--- src/rtl/wdt_pkg.sv ---
package wdt_pkg;
   localparam int unsigned CTRL_EN_BIT    = 0;
   localparam int unsigned CTRL_SLOW_BIT  = 1;
   localparam int unsigned CTRL_SHORT_BIT = 2;
   localparam int unsigned NUM_MODES      = 4;

   typedef struct packed {
      logic short_to;
      logic slow_src;
      logic en;
   } wdt_cfg_t;

   localparam wdt_cfg_t CFG_RESET = '{short_to: 1'b0, slow_src: 1'b0, en: 1'b1};

   function automatic int unsigned max_of4(input int unsigned a, input int unsigned b,
                                           input int unsigned c, input int unsigned d);
      int unsigned m;
      m = a;
      if (b > m) m = b;
      if (c > m) m = c;
      if (d > m) m = d;
      return m;
   endfunction
endpackage

--- src/rtl/wdt_ctrl_reg.sv ---
module wdt_ctrl_reg
   import wdt_pkg::*;
#(
   parameter int unsigned ADDR_W    = 8,
   parameter int unsigned DATA_W    = 8,
   parameter logic [ADDR_W-1:0] CTRL_ADDR = 8'h10,
   parameter logic [ADDR_W-1:0] SVC_ADDR  = 8'h14
) (
   input  logic              clk,
   input  logic              rst_n,
   input  logic              wr_en,
   input  logic [ADDR_W-1:0] wr_addr,
   input  logic [DATA_W-1:0] wr_data,
   output wdt_cfg_t          cfg,
   output logic              svc_hit,
   output logic              sel_change
);
   logic ctrl_wr;
   wdt_cfg_t cfg_q;

   assign ctrl_wr    = wr_en && (wr_addr == CTRL_ADDR);
   assign svc_hit    = wr_en && (wr_addr == SVC_ADDR);
   assign sel_change = ctrl_wr &&
                       ((wr_data[CTRL_SLOW_BIT]  != cfg_q.slow_src) ||
                        (wr_data[CTRL_SHORT_BIT] != cfg_q.short_to));

   always_ff @(posedge clk) begin
      if (!rst_n) begin
         cfg_q <= CFG_RESET;
      end else if (ctrl_wr) begin
         cfg_q.en       <= wr_data[CTRL_EN_BIT];
         cfg_q.slow_src <= wr_data[CTRL_SLOW_BIT];
         cfg_q.short_to <= wr_data[CTRL_SHORT_BIT];
      end
   end

   assign cfg = cfg_q;

   generate
      if (DATA_W > 3) begin : g_spare
         logic unused_hi;
         assign unused_hi = ^wr_data[DATA_W-1:3];
      end
   endgenerate
endmodule

--- src/rtl/wdt_tick_sel.sv ---
module wdt_tick_sel
   import wdt_pkg::*;
(
   input  wdt_cfg_t cfg,
   input  logic     bus_tick,
   input  logic     slow_tick,
   output logic     sel_tick
);
   always_comb begin
      sel_tick = cfg.slow_src ? slow_tick : bus_tick;
   end
endmodule

--- src/rtl/wdt_counter.sv ---
module wdt_counter
   import wdt_pkg::*;
#(
   parameter int unsigned BUS_LONG_LG   = 18,
   parameter int unsigned BUS_SHORT_LG  = 13,
   parameter int unsigned SLOW_LONG_LG  = 8,
   parameter int unsigned SLOW_SHORT_LG = 5,
   localparam int unsigned CNT_W = max_of4(BUS_LONG_LG, BUS_SHORT_LG, SLOW_LONG_LG, SLOW_SHORT_LG)
) (
   input  logic     clk,
   input  logic     rst_n,
   input  wdt_cfg_t cfg,
   input  logic     sel_tick,
   input  logic     clr,
   output logic     rst_req
);
   logic [CNT_W-1:0]     cnt_q;
   logic [NUM_MODES-1:0] at_term;
   logic [1:0]           mode;
   logic                 hit;

   assign mode = {cfg.slow_src, cfg.short_to};

   for (genvar m = 0; m < NUM_MODES; m++) begin : g_term
      localparam int unsigned LG = (m == 0) ? BUS_LONG_LG  :
                                   (m == 1) ? BUS_SHORT_LG :
                                   (m == 2) ? SLOW_LONG_LG : SLOW_SHORT_LG;
      localparam logic [CNT_W:0] TERM_W = ({{CNT_W{1'b0}}, 1'b1} << LG) - 1'b1;
      assign at_term[m] = (cnt_q == TERM_W[CNT_W-1:0]);
   end

   assign hit = at_term[mode];

   always_ff @(posedge clk) begin
      if (!rst_n) begin
         cnt_q   <= '0;
         rst_req <= 1'b0;
      end else begin
         rst_req <= 1'b0;
         if (!cfg.en || clr) begin
            cnt_q <= '0;
         end else if (sel_tick) begin
            if (hit) begin
               cnt_q   <= '0;
               rst_req <= 1'b1;
            end else begin
               cnt_q <= cnt_q + 1'b1;
            end
         end
      end
   end
endmodule

--- src/rtl/svc_watchdog.sv ---
module svc_watchdog
   import wdt_pkg::*;
#(
   parameter int unsigned ADDR_W        = 8,
   parameter int unsigned DATA_W        = 8,
   parameter logic [ADDR_W-1:0] CTRL_ADDR = 8'h10,
   parameter logic [ADDR_W-1:0] SVC_ADDR  = 8'h14,
   parameter int unsigned BUS_LONG_LG   = 18,
   parameter int unsigned BUS_SHORT_LG  = 13,
   parameter int unsigned SLOW_LONG_LG  = 8,
   parameter int unsigned SLOW_SHORT_LG = 5
) (
   input  logic              clk,
   input  logic              rst_n,
   input  logic              wr_en,
   input  logic [ADDR_W-1:0] wr_addr,
   input  logic [DATA_W-1:0] wr_data,
   input  logic              bus_tick,
   input  logic              slow_tick,
   output logic              rst_req
);
   localparam int unsigned MAX_LG = max_of4(BUS_LONG_LG, BUS_SHORT_LG, SLOW_LONG_LG, SLOW_SHORT_LG);

   generate
      if (DATA_W < 3) begin : g_bad_data
         $error("svc_watchdog: DATA_W must hold the three control bits");
      end
      if (CTRL_ADDR == SVC_ADDR) begin : g_bad_addr
         $error("svc_watchdog: control and service addresses must differ");
      end
      if (BUS_SHORT_LG < 1 || SLOW_SHORT_LG < 1 || MAX_LG > 31) begin : g_bad_lg
         $error("svc_watchdog: timeout exponents must lie in 1..31");
      end
      if (BUS_SHORT_LG > BUS_LONG_LG || SLOW_SHORT_LG > SLOW_LONG_LG) begin : g_bad_order
         $error("svc_watchdog: short timeout must not exceed long timeout");
      end
   endgenerate

   wdt_cfg_t cfg;
   logic     svc_hit;
   logic     sel_change;
   logic     sel_tick;

   wdt_ctrl_reg #(
      .ADDR_W(ADDR_W), .DATA_W(DATA_W), .CTRL_ADDR(CTRL_ADDR), .SVC_ADDR(SVC_ADDR)
   ) u_ctrl (
      .clk(clk), .rst_n(rst_n), .wr_en(wr_en), .wr_addr(wr_addr), .wr_data(wr_data),
      .cfg(cfg), .svc_hit(svc_hit), .sel_change(sel_change)
   );

   wdt_tick_sel u_tick (
      .cfg(cfg), .bus_tick(bus_tick), .slow_tick(slow_tick), .sel_tick(sel_tick)
   );

   wdt_counter #(
      .BUS_LONG_LG(BUS_LONG_LG), .BUS_SHORT_LG(BUS_SHORT_LG),
      .SLOW_LONG_LG(SLOW_LONG_LG), .SLOW_SHORT_LG(SLOW_SHORT_LG)
   ) u_cnt (
      .clk(clk), .rst_n(rst_n), .cfg(cfg), .sel_tick(sel_tick),
      .clr(svc_hit | sel_change), .rst_req(rst_req)
   );
endmodule

--- config.mk ---
export PLATFORM = sky130hd
export DESIGN_NAME = svc_watchdog
export DESIGN_NICKNAME = d
export VERILOG_FILES = /design/src/rtl/wdt_pkg.sv /design/src/rtl/wdt_ctrl_reg.sv /design/src/rtl/wdt_tick_sel.sv /design/src/rtl/wdt_counter.sv /design/src/rtl/svc_watchdog.sv
export SDC_FILE = /design/constraint.sdc
export NUM_CORES = 1
export LEC_CHECK = 0
export BUFFER_PORTS_ARGS = -buffer_cell sky130_fd_sc_hd__buf_2
export CAP_MARGIN = 0
export CORE_MARGIN = 1
export CORE_UTILIZATION = 57
export DETAILED_ROUTE_END_ITERATION = 8
export GPL_ROUTABILITY_DRIVEN = 1
export PLACE_DENSITY_LB_ADDON = 0.12
export SYNTH_ARGS = -nofsm -noshare
export SYNTH_HDL_FRONTEND = slang
export SYNTH_SLANG_ARGS = --single-unit
--- constraint.sdc ---
create_clock -name clk -period 4.5 [get_ports clk]
set_input_delay 0.45 -clock clk [delete_from_list [all_inputs] [get_ports clk]]
set_output_delay 0.45 -clock clk [all_outputs]
set_load 0.01 [all_outputs]
---- After elaboration in Yosys (flattened, before gate mapping) ----
Cells that the tools add are included.
storage, ports and cells
  input bits .............................. 21
  register bits ........................... 22
  word-level logic and storage cells ...... 31
  output and inout bits ................... 1
cells by class
  add/sub/neg operators ................... 1
  bitwise logic cells ..................... 3
  reduce and logical (&&, ||, !) cells .... 8
  multiplexer cells ....................... 5
  magnitude comparators ................... 1
  equality and inequality tests ........... 8
operators by type and width
  kind                   number
  $add 18x1->18 const B  1
  $eq 18x13->1 const B   1
  $eq 18x18->1 const B   1
  $eq 18x5->1 const B    1
  $eq 18x8->1 const B    1
  $mux 18                1
  $eq 8x5->1 const B     2
  $logic_and 1x1->1      3
  $lt 2x3->1 const B     1
  $mux 1                 3
  $reduce_or 3->1        1
  $bmux 1 s2             1
  $logic_or 1x1->1       2
  $ne 1x1->1             2
  $not 1->1              2
  $reduce_or 2->1        1
  $logic_not 1->1        1
  $or 1x1->1             1

---- Longest topological paths before layout ----
  depth in word-level cells ............... 6
  mapped depth ............................ 7
  depth with buffers taken out ............ 5

---- By module ----
Synthesis repeated with hierarchy kept, for this count alone.
unflattened totals
  cells, all modules ...................... 123
  area, all modules ....................... 1,147.4 um^2
modules (own cells, without submodules)
  module        instances  area each (um^2)  cells an instance  seq. area each (um^2)
  wdt_counter   1          920.9             102                380.4
  wdt_ctrl_reg  1          205.2             19                 60.1
  wdt_tick_sel  1          15.0              1                  0.0
  svc_watchdog  1          6.3               1                  0.0

---- Worst setup path before layout ----
No wires, ideal clock.
  kind .................................... register to register
  start point ............................. register u_cnt.cnt_q[17]
  end point ............................... register u_cnt.cnt_q[0]
  data arrival time ....................... 1.871 ns
  cell stages (with the launch flop) ...... 6
  library setup time ...................... 0.132 ns
  data required time ...................... 4.368 ns
  period minus slack after synthesis ...... 2.003 ns
  setup slack ............................. 2.497 ns
  path buffers ............................ 1
  cell sequence ........................... dfxtp_1 or4_4 or4_4 nor3_4 buf_6 nor4_1
on the way
  word-level cells in the longest chain between the ends .. 4
  elaborated cells between the ends (all ways) .. 7
  those cells by class .................... 4 x eq/ne; 3 x mux
RTL lines
  item                                  RTL line           RTL
  from (decl)                           wdt_counter.sv:17  logic [CNT_W-1:0] cnt_q;
  from (signal assigned)                wdt_counter.sv:47  cnt_q <= cnt_q + 1'b1;
  $eq 18x18->1 (tied with other cells)  wdt_counter.sv:29  assign at_term[m] = (cnt_q == TERM_W[CNT_W-1:0]);
  $bmux 1 s2 *                          wdt_counter.sv:32  assign hit = at_term[mode];
  $mux 1 (not written as such) *        wdt_counter.sv:32
  $mux 18 *                             wdt_counter.sv:43  if (hit) begin
Mark *: on every way between the ends. The rest lies on a longest branch, timed or not. The select of a mux whose other input is x is not followed.
A chain may end at the register's enable or synchronous reset.

---- Final worst setup path ----
  start point ............................. register u_ctrl.cfg_q, in the netlist u_ctrl.cfg[1]
  end point ............................... register u_cnt.cnt_q[15]
on the way
  word-level cells in the longest chain between the ends .. 6
  elaborated cells between the ends (all ways) .. 10
  those cells by class .................... 1 x eq/ne; 4 x mux; 1 x bitwise; 4 x reduce/logical
RTL lines
  item                       RTL line            RTL
  from (decl)                wdt_ctrl_reg.sv:19  wdt_cfg_t cfg_q;
  $ne 1x1->1                 wdt_ctrl_reg.sv:24  ((wr_data[CTRL_SLOW_BIT] != cfg_q.slow_src) ||
  $logic_or 1x1->1           wdt_ctrl_reg.sv:24
  $logic_and 1x1->1          wdt_ctrl_reg.sv:23  assign sel_change = ctrl_wr &&
  $or 1x1->1                 svc_watchdog.sv:60  .clr(svc_hit | sel_change), .rst_req(rst_req)
  $logic_or 1x1->1           wdt_counter.sv:40   if (!cfg.en || clr) begin
  $reduce_or 2->1 (no line)  --
Parallel ways exist; a longest one is shown, timed or not. The select of a mux whose other input is x is not followed.

==> results.toml <==
[synthesis]
syn_area_sq_um = 1270
avgSynthCellArea_sq_um = 9.69
yosysTopAreaCellShare_pct = 34.7
ys_types = 46
yosys_warnings = 0
ys.flop_type = "dfxtp_1"
synth.area.top_cells = "dfxtp_1 35%, nor4_1 5.9%, a2111oi_0 5.5%, xor2_1 4.8%, xnor2_1 3.4%"
ys_ff_latch = 22
syn-num-nets = 153
synth_top_area_cell = "dfxtp_1"
async_flop_share_pct = 0
synth-seq-area-share_pct = 34.7
syn_inst = 131
synth_edf_count = 0

[floorplan]
die_h_microns = 49.2
core_area_sq_um = 2020
ios = 22
start_util_pct = 62.8
fp.dieArea_sq_um = 2420
num_rows = 16
die_w_microns = 49.2

[finish]
ff_latch_area_sq_um = 440
finalNonFillerCells = 171
final_nets = 167
area_growth_pct = 6.70
layout_commonest_cell = "dfxtp_1"
postLayoutCellArea_sq_um = 1360
antennaDiodeCount = 0
final_layout_size_suffix_gt1_share_pct = 22.2
fillers = 182
final_util_pct = 67.0
layout_common_cells = "22 x dfxtp_1, 16 x buf_2, 12 x nor4_1"
multi_input_area_sq_um = 761

[clocking]
cts-resized-gates = 0
root_buffer = "clkbuf_4"
clk_pin_slew_ns = 0.12
cts_tree = "done"
cts_made_buffers = 3
insertion_delay_ns = 0.31
htreeDepth = 1
cts_setup_buffers = 0
cts_sinks = 22
hold_buffers = 0
clockBufferDepth = 2

[timing]
report.final.slew_viol_count = 0
fin_crit_ns = 2.41
slew_headroom_pct = 54.4
hold_viol_final = 0
finalSetupTns_ns = 0
worst_slack_ns = 2.09
fmax_mhz = 416
setup_viol_count_final = 0
fin_crit_sh_pct = 53.5
grt_setup_unrepaired = "false"
skew_ns = 0.00454
worst_pin_slew_ns = 0.682

[worst_setup_path]
end_kind = "flop"
path_max_fanout = 19
crit_type = "reg2reg"
arrival_ns = 2.57
slowest_delay_ns = 0.59
start_kind = "flop"
r2r_slack_ns = 2.09
worstSetupStartpoint = "u_ctrl.cfg[1]$_SDFFE_PN0P_"
r2r-start = "u_ctrl.cfg[1]$_SDFFE_PN0P_"
required_ns = 4.67
r2r_cells = 4
path_cells = "or4b_4, or4_4, nor3_4, a2111oi_0"
critPathSlowestCell = "nor3_4"

[power_and_ir_drop]
ir_drop_mv = 0.164
power_density_nw_per_um2 = 242
leakage_nw = 0.476

[placed_design]
place_area_sq_um = 1320
dp_slack_ns = 2.12
io_buffers = 16
post-dp-hpwl_microns = 1770
gp_congestion = 0.817
place_inst = 167

[routing]
wl_microns = 2560
vias = 1077
via_per_inst = 6.30
drcViolationCount = 0
ant_nets = 0
dr.pass1.iters = 4
avgRoutedWirePerCell_microns = 15.0
drt_iter0_drc = 24

[job]
drv_cap = 0

[global_route]
first_global_vias = 1061
antenna_found_initial = 0
grt_pass1_wl_microns = 4620
grt_use_total_pct = 24.4
grt_max_degree = 20
grt.overflow.total = 0

[run_status]
status = "finished clean"

[min_path]
hp-start = "rst_n"
min_path_cells = 2
min_path_type = "in2reg"
where the power goes:
group	switching (mW)	internal, mW
combinational	0.00951	0.00928
clock	0.0609	0.0494
sequential	0.00200	0.197
total	0.0724	0.255
logic make-up (layout without fill, tap and decap cells):
| kind of cell | after synthesis | count (layout) | synth area share (%) |
|---|---|---|---|
| adder cells (fa/ha/maj) | 1 | 1 | 0.985 |
| flip-flops | 22 | 22 | 34.7 |
| XOR/XNOR | 12 | 12 | 8.28 |
| AO/OA/AOI/OAI | 19 | 19 | 12.4 |
| multiplexers | 5 | 5 | 4.04 |
| AND/OR/NAND/NOR | 64 | 64 | 34.2 |
| buffers and inverters | 8 | 21 | 5.42 |
per-stage QoR:
| step | power [mW] | hold slack, ns |
|---|---|---|
| final | 0.328 | 0.335 |
| after global routing | 0.340 | 0.336 |
| after CTS | 0.330 | 0.335 |
| after detailed placement | 0.222 | 0.493 |
| after global placement | 0.221 | 0.473 |
| after floorplan | 0.212 | 0.459 |
final cells by class:
cell class | instances | area share (%)
multi-input cells | 101 | 56.1
flip-flops and latches | 22 | 32.5
repair buffers | 16 | 5.91
clock buffers | 4 | 2.68
well taps | 27 | 2.49
inverters | 1 | 0.277
synth_stat cells, types with 2 or more instances:
library cell   n
dfxtp_1       22
nor4_1        12
nand2_1       10
a2111oi_0      8
nand3_1        7
xor2_1         7
o31ai_1        5
or4_1          5
xnor2_1        5
mux2i_1        4
nor2_1         4
nor3_1         3
buf_6          2
clkbuf_1       2
clkbuf_8       2
nor2b_1        2
or4_4          2
routing by layer:
metal  wire length (microns)  vias to the layer above  global-route usage [%]
met5                       0                        -                       0
met4                      24                        0                    8.82
met3                      93                        4                    4.05
met2                    1250                       28                    42.5
met1                    1190                      503                    29.9
li1                        -                      542                       -
state kept, by name, summed over array words and instances, names as in the netlist:
signal	count
u_ctrl.cfg	3
u_cnt.cnt_q	18
u_cnt.rst_req	1
path summary, 6_finish.rpt:
check,to
max,u_cnt.cnt_q[15]$_SDFFE_PP0P_
min,u_ctrl.cfg[0]$_SDFFE_PN1P_
max reg2reg,u_cnt.cnt_q[15]$_SDFFE_PP0P_
min reg2reg,u_ctrl.cfg[0]$_SDFFE_PN1P_
worst max-delay path: cells and delay by family (launching register included):
| kind | cells | cell delay [ns] |
|---|---|---|
| AOI/OAI and AO/OA | 1 | 0.16 |
| and+or+nand+nor | 3 | 1.60 |
| DFF | 1 | 0.50 |
Power figures use the tool's default switching activity.
